File: config.mk
export PLATFORM = sky130hd
export DESIGN_NAME = spi_port
export DESIGN_NICKNAME = d
export VERILOG_FILES = /design/src/rtl/spi_port_pkg.sv /design/src/rtl/spi_sync.sv /design/src/rtl/spi_clkdiv.sv /design/src/rtl/spi_shift.sv /design/src/rtl/spi_port.sv
export SDC_FILE = /design/constraint.sdc
export NUM_CORES = 1
export LEC_CHECK = 0
export ABC_AREA = 1
export BUFFER_PORTS_ARGS = -buffer_cell sky130_fd_sc_hd__buf_2
export CORE_ASPECT_RATIO = 1.5
export CORE_UTILIZATION = 51
export CTS_BUF_LIST = sky130_fd_sc_hd__clkbuf_2
export DETAILED_ROUTE_END_ITERATION = 8
export PLACE_DENSITY = 0.71
export SLEW_MARGIN = 20
export SYNTH_ARGS = -nofsm -noshare
export SYNTH_HDL_FRONTEND = slang
export SYNTH_SLANG_ARGS = --single-unit
File: constraint.sdc
create_clock -name clk -period 3 [get_ports clk]
set_input_delay 0.3 -clock clk [delete_from_list [all_inputs] [get_ports clk]]
set_output_delay 0.3 -clock clk [all_outputs]
set_load 0.005 [all_outputs]
File: src/rtl/spi_port_pkg.sv
// Shared definitions for the serial port: register addresses, control
// layout and the divider exponent table. Assumes an 8-bit register bus.
package spi_port_pkg;
    localparam logic [1:0] A_CTRL = 2'd0;
    localparam logic [1:0] A_STAT = 2'd1;
    localparam logic [1:0] A_DATA = 2'd2;

    // Control register, bit 6 down to bit 0.
    typedef struct packed {
        logic       irq_en;
        logic       master;
        logic       lsb_first;
        logic       cpol;
        logic       cpha;
        logic [1:0] rate;
    } ctrl_t;

    // log2 of the half period in system clocks.
    function automatic logic [2:0] half_exp(input logic [1:0] rate, input logic dbl);
        logic [2:0] e;
        case (rate)
            2'd0:    e = 3'd1;
            2'd1:    e = 3'd3;
            2'd2:    e = 3'd5;
            default: e = 3'd6;
        endcase
        return e - {2'b00, dbl};
    endfunction
endpackage

File: src/rtl/spi_sync.sv
// Multi-stage synchroniser for asynchronous inputs. Assumes the inputs are
// level signals slow compared with clk; reset loads RST_VAL into all stages.
module spi_sync #(
    parameter int             W       = 3,
    parameter int             STAGES  = 2,
    parameter logic [W-1:0]   RST_VAL = '0
) (
    input  logic         clk,
    input  logic         rst_n,
    input  logic [W-1:0] d,
    output logic [W-1:0] q
);
    logic [W-1:0] stg [STAGES];

    genvar g;
    generate
        for (g = 0; g < STAGES; g++) begin : g_stage
            // Shift the sampled value one stage further.
            always_ff @(posedge clk) begin
                if (!rst_n)      stg[g] <= RST_VAL;
                else if (g == 0) stg[g] <= d;
                else             stg[g] <= stg[(g == 0) ? 0 : g-1];
            end
        end
    endgenerate

    assign q = stg[STAGES-1];
endmodule

File: src/rtl/spi_clkdiv.sv
// Serial clock prescaler: emits a one-cycle tick every H system clocks while
// run is high. restart aligns the count to the clock that accepts a byte.
module spi_clkdiv #(
    parameter int CNT_W = 6
) (
    input  logic       clk,
    input  logic       rst_n,
    input  logic       run,
    input  logic       restart,
    input  logic [1:0] rate,
    input  logic       dbl,
    output logic       tick
);
    import spi_port_pkg::*;

    logic [CNT_W-1:0] cnt;
    logic [CNT_W-1:0] limit;

    assign limit = CNT_W'((32'd1 << half_exp(rate, dbl)) - 32'd1);

    // Count system clocks within one half period.
    always_ff @(posedge clk) begin
        if (!rst_n)                      cnt <= '0;
        else if (restart || !run)        cnt <= '0;
        else if (cnt == limit)           cnt <= '0;
        else                             cnt <= cnt + CNT_W'(1);
    end

    assign tick = run && !restart && (cnt == limit);
endmodule

File: src/rtl/spi_shift.sv
// Bit engine shared by both roles. Counts serial clock edges, picks the bit
// to send, stores sampled bits and flags the last edge of a byte. Assumes
// edges alternate leading/trailing starting from the idle level.
module spi_shift #(
    parameter int DATA_W = 8
) (
    input  logic              clk,
    input  logic              rst_n,
    input  logic              clr,
    input  logic              load,
    input  logic [DATA_W-1:0] load_data,
    input  logic              sck_edge,
    input  logic              cpha,
    input  logic              lsb_first,
    input  logic              ser_in,
    output logic              ser_out,
    output logic              odd_phase,
    output logic              active,
    output logic              byte_done,
    output logic [DATA_W-1:0] rx_word
);
    localparam int EDGES = 2 * DATA_W;
    localparam int E_W   = $clog2(EDGES);
    localparam int B_W   = $clog2(DATA_W);

    logic [E_W-1:0]    ecnt;
    logic [B_W-1:0]    bpos;
    logic [B_W-1:0]    idx;
    logic [DATA_W-1:0] tx_q, rx_q;
    logic              lead, do_sample, do_shift, last;

    assign lead      = !ecnt[0];
    assign do_sample = sck_edge && (cpha ? !lead : lead);
    assign do_shift  = sck_edge && (cpha ? (lead && ecnt != '0) : !lead);
    assign last      = sck_edge && (ecnt == E_W'(EDGES-1));
    assign idx       = lsb_first ? bpos : (B_W'(DATA_W-1) - bpos);

    // Merge the bit sampled on this edge into the received word.
    always_comb begin
        rx_word = rx_q;
        if (do_sample) rx_word[idx] = ser_in;
    end

    // Hold the byte to send; loaded only when the top accepts a write.
    always_ff @(posedge clk) begin
        if (!rst_n)    tx_q <= '0;
        else if (load) tx_q <= load_data;
    end

    // Advance edge and bit counters and capture received bits.
    always_ff @(posedge clk) begin
        if (!rst_n) begin
            ecnt <= '0;
            bpos <= '0;
            rx_q <= '0;
        end else if (clr) begin
            ecnt <= '0;
            bpos <= '0;
        end else begin
            rx_q <= rx_word;
            if (last)          ecnt <= '0;
            else if (sck_edge) ecnt <= ecnt + E_W'(1);
            if (last)          bpos <= '0;
            else if (do_shift) bpos <= bpos + B_W'(1);
        end
    end

    assign ser_out   = tx_q[idx];
    assign odd_phase = ecnt[0];
    assign active    = (ecnt != '0);
    assign byte_done = last && !clr;
endmodule

File: src/rtl/spi_port.sv
// Register-controlled serial port, controller or target role. Holds the
// control, status and receive registers, chooses the edge source per role
// and drives the pins. Assumes target-side inputs are asynchronous.
module spi_port #(
    parameter int DATA_W      = 8,
    parameter int SYNC_STAGES = 2,
    parameter int DIV_W       = 6
) (
    input  logic        clk,
    input  logic        rst_n,
    input  logic [1:0]  addr,
    input  logic        wr_en,
    input  logic        rd_en,
    input  logic [7:0]  wdata,
    output logic [7:0]  rdata,
    output logic        irq,
    output logic        sck_out,
    output logic        mosi_out,
    output logic        ss_n_out,
    input  logic        miso_in,
    input  logic        sck_in,
    input  logic        mosi_in,
    input  logic        ss_n_in,
    output logic        miso_out,
    output logic        miso_oe
);
    import spi_port_pkg::*;

    ctrl_t             ctrl_q;
    logic              dbl_q, done_q, wcol_q, armed_q, busy_q, sck_prev;
    logic [DATA_W-1:0] rxbuf_q, rx_word;
    logic [2:0]        sync_q;
    logic              sck_s, mosi_s, ss_s;
    logic              wr_data, data_acc, xfer_live, accept, collide, clear_now;
    logic              m_tick, s_edge, sh_edge, sh_clr, ser_out, odd_phase, sh_active, byte_done;
    logic              is_master, cpol_sel;

    assign is_master = ctrl_q.master;
    assign cpol_sel  = ctrl_q.cpol;

    spi_sync #(.W(3), .STAGES(SYNC_STAGES), .RST_VAL(3'b001)) u_sync (
        .clk(clk), .rst_n(rst_n), .d({sck_in, mosi_in, ss_n_in}), .q(sync_q)
    );
    assign {sck_s, mosi_s, ss_s} = sync_q;

    assign wr_data   = wr_en && (addr == A_DATA);
    assign data_acc  = (wr_en || rd_en) && (addr == A_DATA);
    assign xfer_live = is_master ? busy_q : sh_active;
    assign accept    = wr_data && !xfer_live;
    assign collide   = wr_data && xfer_live;
    assign clear_now = armed_q && data_acc;

    spi_clkdiv #(.CNT_W(DIV_W)) u_div (
        .clk(clk), .rst_n(rst_n), .run(busy_q && is_master), .restart(accept),
        .rate(ctrl_q.rate), .dbl(dbl_q), .tick(m_tick)
    );

    assign s_edge  = !is_master && !ss_s && (sck_s != sck_prev);
    assign sh_edge = is_master ? m_tick : s_edge;
    assign sh_clr  = !is_master && ss_s;

    spi_shift #(.DATA_W(DATA_W)) u_shift (
        .clk(clk), .rst_n(rst_n), .clr(sh_clr), .load(accept),
        .load_data(wdata[DATA_W-1:0]), .sck_edge(sh_edge), .cpha(ctrl_q.cpha),
        .lsb_first(ctrl_q.lsb_first), .ser_in(is_master ? miso_in : mosi_s),
        .ser_out(ser_out), .odd_phase(odd_phase), .active(sh_active),
        .byte_done(byte_done), .rx_word(rx_word)
    );

    // Keep the previous synchronised target clock for edge detection.
    always_ff @(posedge clk) begin
        if (!rst_n) sck_prev <= 1'b0;
        else        sck_prev <= sck_s;
    end

    // Software-written control and rate-doubling bits.
    always_ff @(posedge clk) begin
        if (!rst_n) begin
            ctrl_q <= '0;
            dbl_q  <= 1'b0;
        end else if (wr_en && addr == A_CTRL) begin
            ctrl_q <= ctrl_t'(wdata[6:0]);
        end else if (wr_en && addr == A_STAT) begin
            dbl_q  <= wdata[0];
        end
    end

    // Controller busy from accepted write until the last edge.
    always_ff @(posedge clk) begin
        if (!rst_n)                  busy_q <= 1'b0;
        else if (accept && is_master) busy_q <= 1'b1;
        else if (byte_done)          busy_q <= 1'b0;
    end

    // Done and collision flags with the status-then-data clear sequence.
    always_ff @(posedge clk) begin
        if (!rst_n) begin
            done_q  <= 1'b0;
            wcol_q  <= 1'b0;
            armed_q <= 1'b0;
        end else begin
            if (byte_done)      done_q <= 1'b1;
            else if (clear_now) done_q <= 1'b0;
            if (collide)        wcol_q <= 1'b1;
            else if (clear_now) wcol_q <= 1'b0;
            if (clear_now)      armed_q <= 1'b0;
            else if (rd_en && addr == A_STAT && (done_q || wcol_q)) armed_q <= 1'b1;
        end
    end

    // Receive buffer updated once per completed byte.
    always_ff @(posedge clk) begin
        if (!rst_n)         rxbuf_q <= '0;
        else if (byte_done) rxbuf_q <= rx_word;
    end

    // Register read multiplexer.
    always_comb begin
        case (addr)
            A_CTRL:  rdata = {1'b0, ctrl_q};
            A_STAT:  rdata = {done_q, wcol_q, 5'b0, dbl_q};
            A_DATA:  rdata = rxbuf_q;
            default: rdata = 8'h00;
        endcase
    end

    assign irq      = ctrl_q.irq_en && done_q;
    assign sck_out  = ctrl_q.cpol ^ (is_master && odd_phase);
    assign mosi_out = is_master && ser_out;
    assign ss_n_out = !(is_master && busy_q);
    assign miso_out = ser_out;
    assign miso_oe  = !is_master && !ss_s;
endmodule

==> results.txt <==
The half-perimeter wire length after placement came out at roughly 5300 um. The net count after synthesis came out at between 400 and 500. The level count of the clock H-tree is 2. The arrival time at the worst endpoint is 3.13 ns. The antenna cell count is 0. The minimum setup slack among reg-to-reg paths is 0.26 ns. The number of non-filler instances in the completed layout came out at between 500 and 600. Counting instances, the worst hold path has a depth of 3. The sequential cell area is 1130 um2.

Of the available clock period, the critical path in the final layout requires 91.3%. The worst-case clock buffer depth is 2. After clock tree synthesis, the clock-pin slew on the worst setup and hold paths is 0.30 ns. The peak ir drop on the vdd network is between 0.0002 and 0.0003 V. The count of buffers inserted at the top-level ports is 31.

The relative slew slack is roughly 50%. The synthesized design contains 56 register bits. The worst setup slack after layout came out at 0.262 ns. The number of sinks on the clock net is 56.

The floorplan core area came out at between 5000 and 6000 um2. The leakage power figure is 1.37 nW. The finished cells cover 3190 um2. The share of post-route cells with drive strength above 1 is ~17%. The path type of the worst setup path is reg -> reg. Of all nets on the critical path, the largest fanout is 11.

Yosys mapped a number of flops with a built-in enable equal to 0. The area of the multi-input gates came out at 1470 um2. The endpoint identified for the worst register-to-register timing path is rxbuf_q[3]$_SDFFE_PN0P_.

The start point of the worst hold path is wdata[4]. The initial detailed-routing violation count came out at 120. The post-layout net count came out at 468. The most common cell type on the critical path is nand2_1. TritonCTS built the clock tree. The power density over cell area came out at 388 nW/um2.

The pre-CTS setup slack came out at 0.154 ns. The number of global-route vias before repair is 2384. The synthesis warning total is 0.

The final number of max-transition violations is 0. The total placed cells including tap cells came out at 500. The actual transition at the worst max-transition pin is 0.755 ns. The tree is rooted in a clkbuf_2. The highest cell delay on the worst timing path is 0.43 ns.

The worst hold path belongs to the class in -> reg. The total of fill cells in the finished design came out at 522. The slowest stage of the critical path belongs to the cell dfxtp_4. The sum of overflow across all layers after global routing came out at 0.

The area of the die is 5910 um2. The final weighted congestion of routability-driven global placement came out at 0.875. Measured along the y axis, the die boundary spans 93.6 um. The final count of hold timing violations came out at 0. Summing the sequential cell areas from Yosys gives 39.3% of the chip area.

The boundary pin count is 32. Dividing the detail-routed via count by the number of cells gives 5.12. The first global-routing pass estimated 10900 um of wire.

The clock arrives with 0.0207 ns of skew. Yosys mapped the design onto 28 distinct sky130hd cell types. The fraction of synthesis flops using an asynchronous set or reset pin is 0%. The initial antenna violation count came out at 0.

The overall fraction of global-route tracks in use is 23.9%. The number of CTS-inserted buffers came out at 5. The path with the worst hold slack has its endpoint at u_shift.tx_q[4]$_SDFFE_PN0P_. The flow ran to the end, and the final reports show no timing, DRC or antenna violations. In the synthesized netlist, the number of instances is a little over 400.

Dividing the detail-routed wire length by the instance count gives ~13 um. The critical path goes through nand2_1 > inv_1 > ha_1 > nand2_1 > nand2_1 > nand2_2 > inv_2 > nand3_1 > ha_1 > xnor2_1 > o21ai_0 > nand2_1 > nand3_2 > nor2_4 > nand4_4 > nand2_8 > nand2_2 > nand2_1 > nand3_1 > nand2_1 > inv_1. STA classifies the critical path startpoint as a flop. The total DRC errors in the routed layout is 0.

The path depth of the worst reg2reg path came out at 21. The cell area after synthesis is between 2000 and 3000 um2. Leaving out fill and tap cells, the most frequent cells in the layout are nand2_1, inv_1, dfxtp_1, nand3_1, nor2_1.

The number of iterations in the first detailed-routing pass came out at 5. The sum of buffers and inverters on the critical path is 3. The initialized floorplan defines 33 standard-cell rows.

In this run the remaining antenna-violating nets after routing total 0. For this block, the via count after detailed routing is between 2000 and 3000. The startpoint of the lowest-slack register-to-register path is ctrl_q[1]$_SDFFE_PN0P_. In this run the cell area measured after placement is approximately 3000 um2. The initial standard-cell utilization of the core came out at 52.8%. The maximum number of pins on one net before global-route repair is 26.

The worst path needs 2.74 ns of the cycle, external delays included. The number of endpoints failing setup at the final stage is 0. The fmax is 365 MHz. The number of maximum-capacitance constraint violations came out at 0. The layout overhead on the synthesized area is 11.6%. In this run the horizontal extent of the chip is 63.1 um.

The most frequent standard cell in the layout excluding fill and tap cells is nand2_1. The leading register cell type out of synthesis is dfxtp_1. The required arrival time at the worst endpoint is 3.39 ns. The insertion delay to the later sink of the worst-skew pair came out at 0.46 ns. Averaged over all synthesized cells, the footprint is roughly 7 um2. Broken down by cell family, the worst path's largest delay share belongs to simple AND/OR/NAND/NOR gates. The worst setup path is captured at a flop.

The routed design has approximately 6800 um of wire.
## sequential cells by signal, summed over array words and instances, names as in the netlist
signal        flops
u_shift.tx_q      8
armed_q           1
dbl_q             1
cpol_sel          1
rxbuf_q           8
wcol_q            1
u_shift.rx_q      8
is_master         1
sck_prev          1
u_div.cnt         6
done_q            1
busy_q            1
ctrl_q            5
u_sync.stg        6
u_shift.ecnt      4
u_shift.bpos      3
## routing by layer
layer / vias up / share of wire, % / global-route usage [%] / wire length, um
li1: 1398 / - / - / -
met1: 1175 / 42 / 25.7 / 2860
met2: 56 / 53 / 46.2 / 3640
met3: 10 / 2.8 / 3.17 / 192
met4: 0 / 2.1 / 9.11 / 147
met5: - / 0 / 0 / 0
## metrics by stage
stage / total power [mW] / setup TNS [ns] / util (%) / hold WS [ns]
CTS: 1.25 / 0 / 58.0 / 0.0616
global placement: 0.924 / 0 / 56.5 / 0.391
global route: 1.30 / -0.00773 / 58.9 / 0.0563
floorplan: 0.882 / 0 / - / 0.390
finish: 1.24 / 0 / 58.9 / 0.0870
detailed placement: 0.928 / 0 / 56.5 / 0.403
## report_power, final
group	total (mW)	internal [mW]	leakage, nW	switching, mW
Combinational	0.147	0.0501	0.883	0.0967
Sequential	0.773	0.763	0.456	0.0105
Clock	0.316	0.0667	0.0339	0.249
Total	1.24	0.879	1.37	0.356
## worst max path at each step
stage,start,cells past startpoint,to
finish,ctrl_q[1]$_SDFFE_PN0P_,21,rxbuf_q[3]$_SDFFE_PN0P_
global route,ctrl_q[1]$_SDFFE_PN0P_,21,rxbuf_q[7]$_SDFFE_PN0P_
CTS,ctrl_q[1]$_SDFFE_PN0P_,21,rxbuf_q[7]$_SDFFE_PN0P_
detailed placement,ctrl_q[1]$_SDFFE_PN0P_,21,rxbuf_q[7]$_SDFFE_PN0P_
global placement,ctrl_q[1]$_SDFFE_PN0P_,21,rxbuf_q[6]$_SDFFE_PN0P_
floorplan,ctrl_q[1]$_SDFFE_PN0P_,21,rxbuf_q[0]$_SDFFE_PN0P_
## tightest hold or removal path: stages
cell     delay [ns]
buf_2          0.08
o21ai_0        0.07
nor2_1         0.09
## synthesized netlist by cell type (5+ instances only)
master     n  area share, %
a21oi_1   31            5.4
a21oi_2    8            2.5
clkbuf_1   5           0.66
dfxtp_1   56             39
ha_1       6            2.6
inv_1     57            7.5
inv_2      5           0.66
nand2_1   84             11
nand3_1   45            7.9
nor2_1    35            4.6
o21ai_0   30            5.3
o22ai_1    8            1.8
xor2_1     8            2.5
## repair_timing
action | 4_1_cts | 5_1_grt
hold buffers | 3 | 0
buffers inserted | 0 | 4
gates resized for setup | 0 | 6
endpoints found under the setup margin | 0 | 24
endpoints found under the hold margin | 3 | 0
## final cells by class
class	instances	area share [%]
clock buffer	5	0.786
clock inverter	3	0.825
inverter	63	7.50
multi-input combinational	280	46.0
sequential	56	35.3
tap	70	2.75
timing repair buffer	38	6.76
## logic make-up after synthesis
logic type / count (synthesis) / share of synthesized area [%]
AOI/OAI and AO/OA: 80 / 15.8
xor gates and xnor gates: 11 / 3.38
adders and majority gates: 6 / 2.63
buffers and inverters: 70 / 9.73
DFF: 56 / 39.3
muxes: 1 / 0.351
and+or+nand+nor: 182 / 28.8
Note: power is estimated with default switching activity, not from simulation.
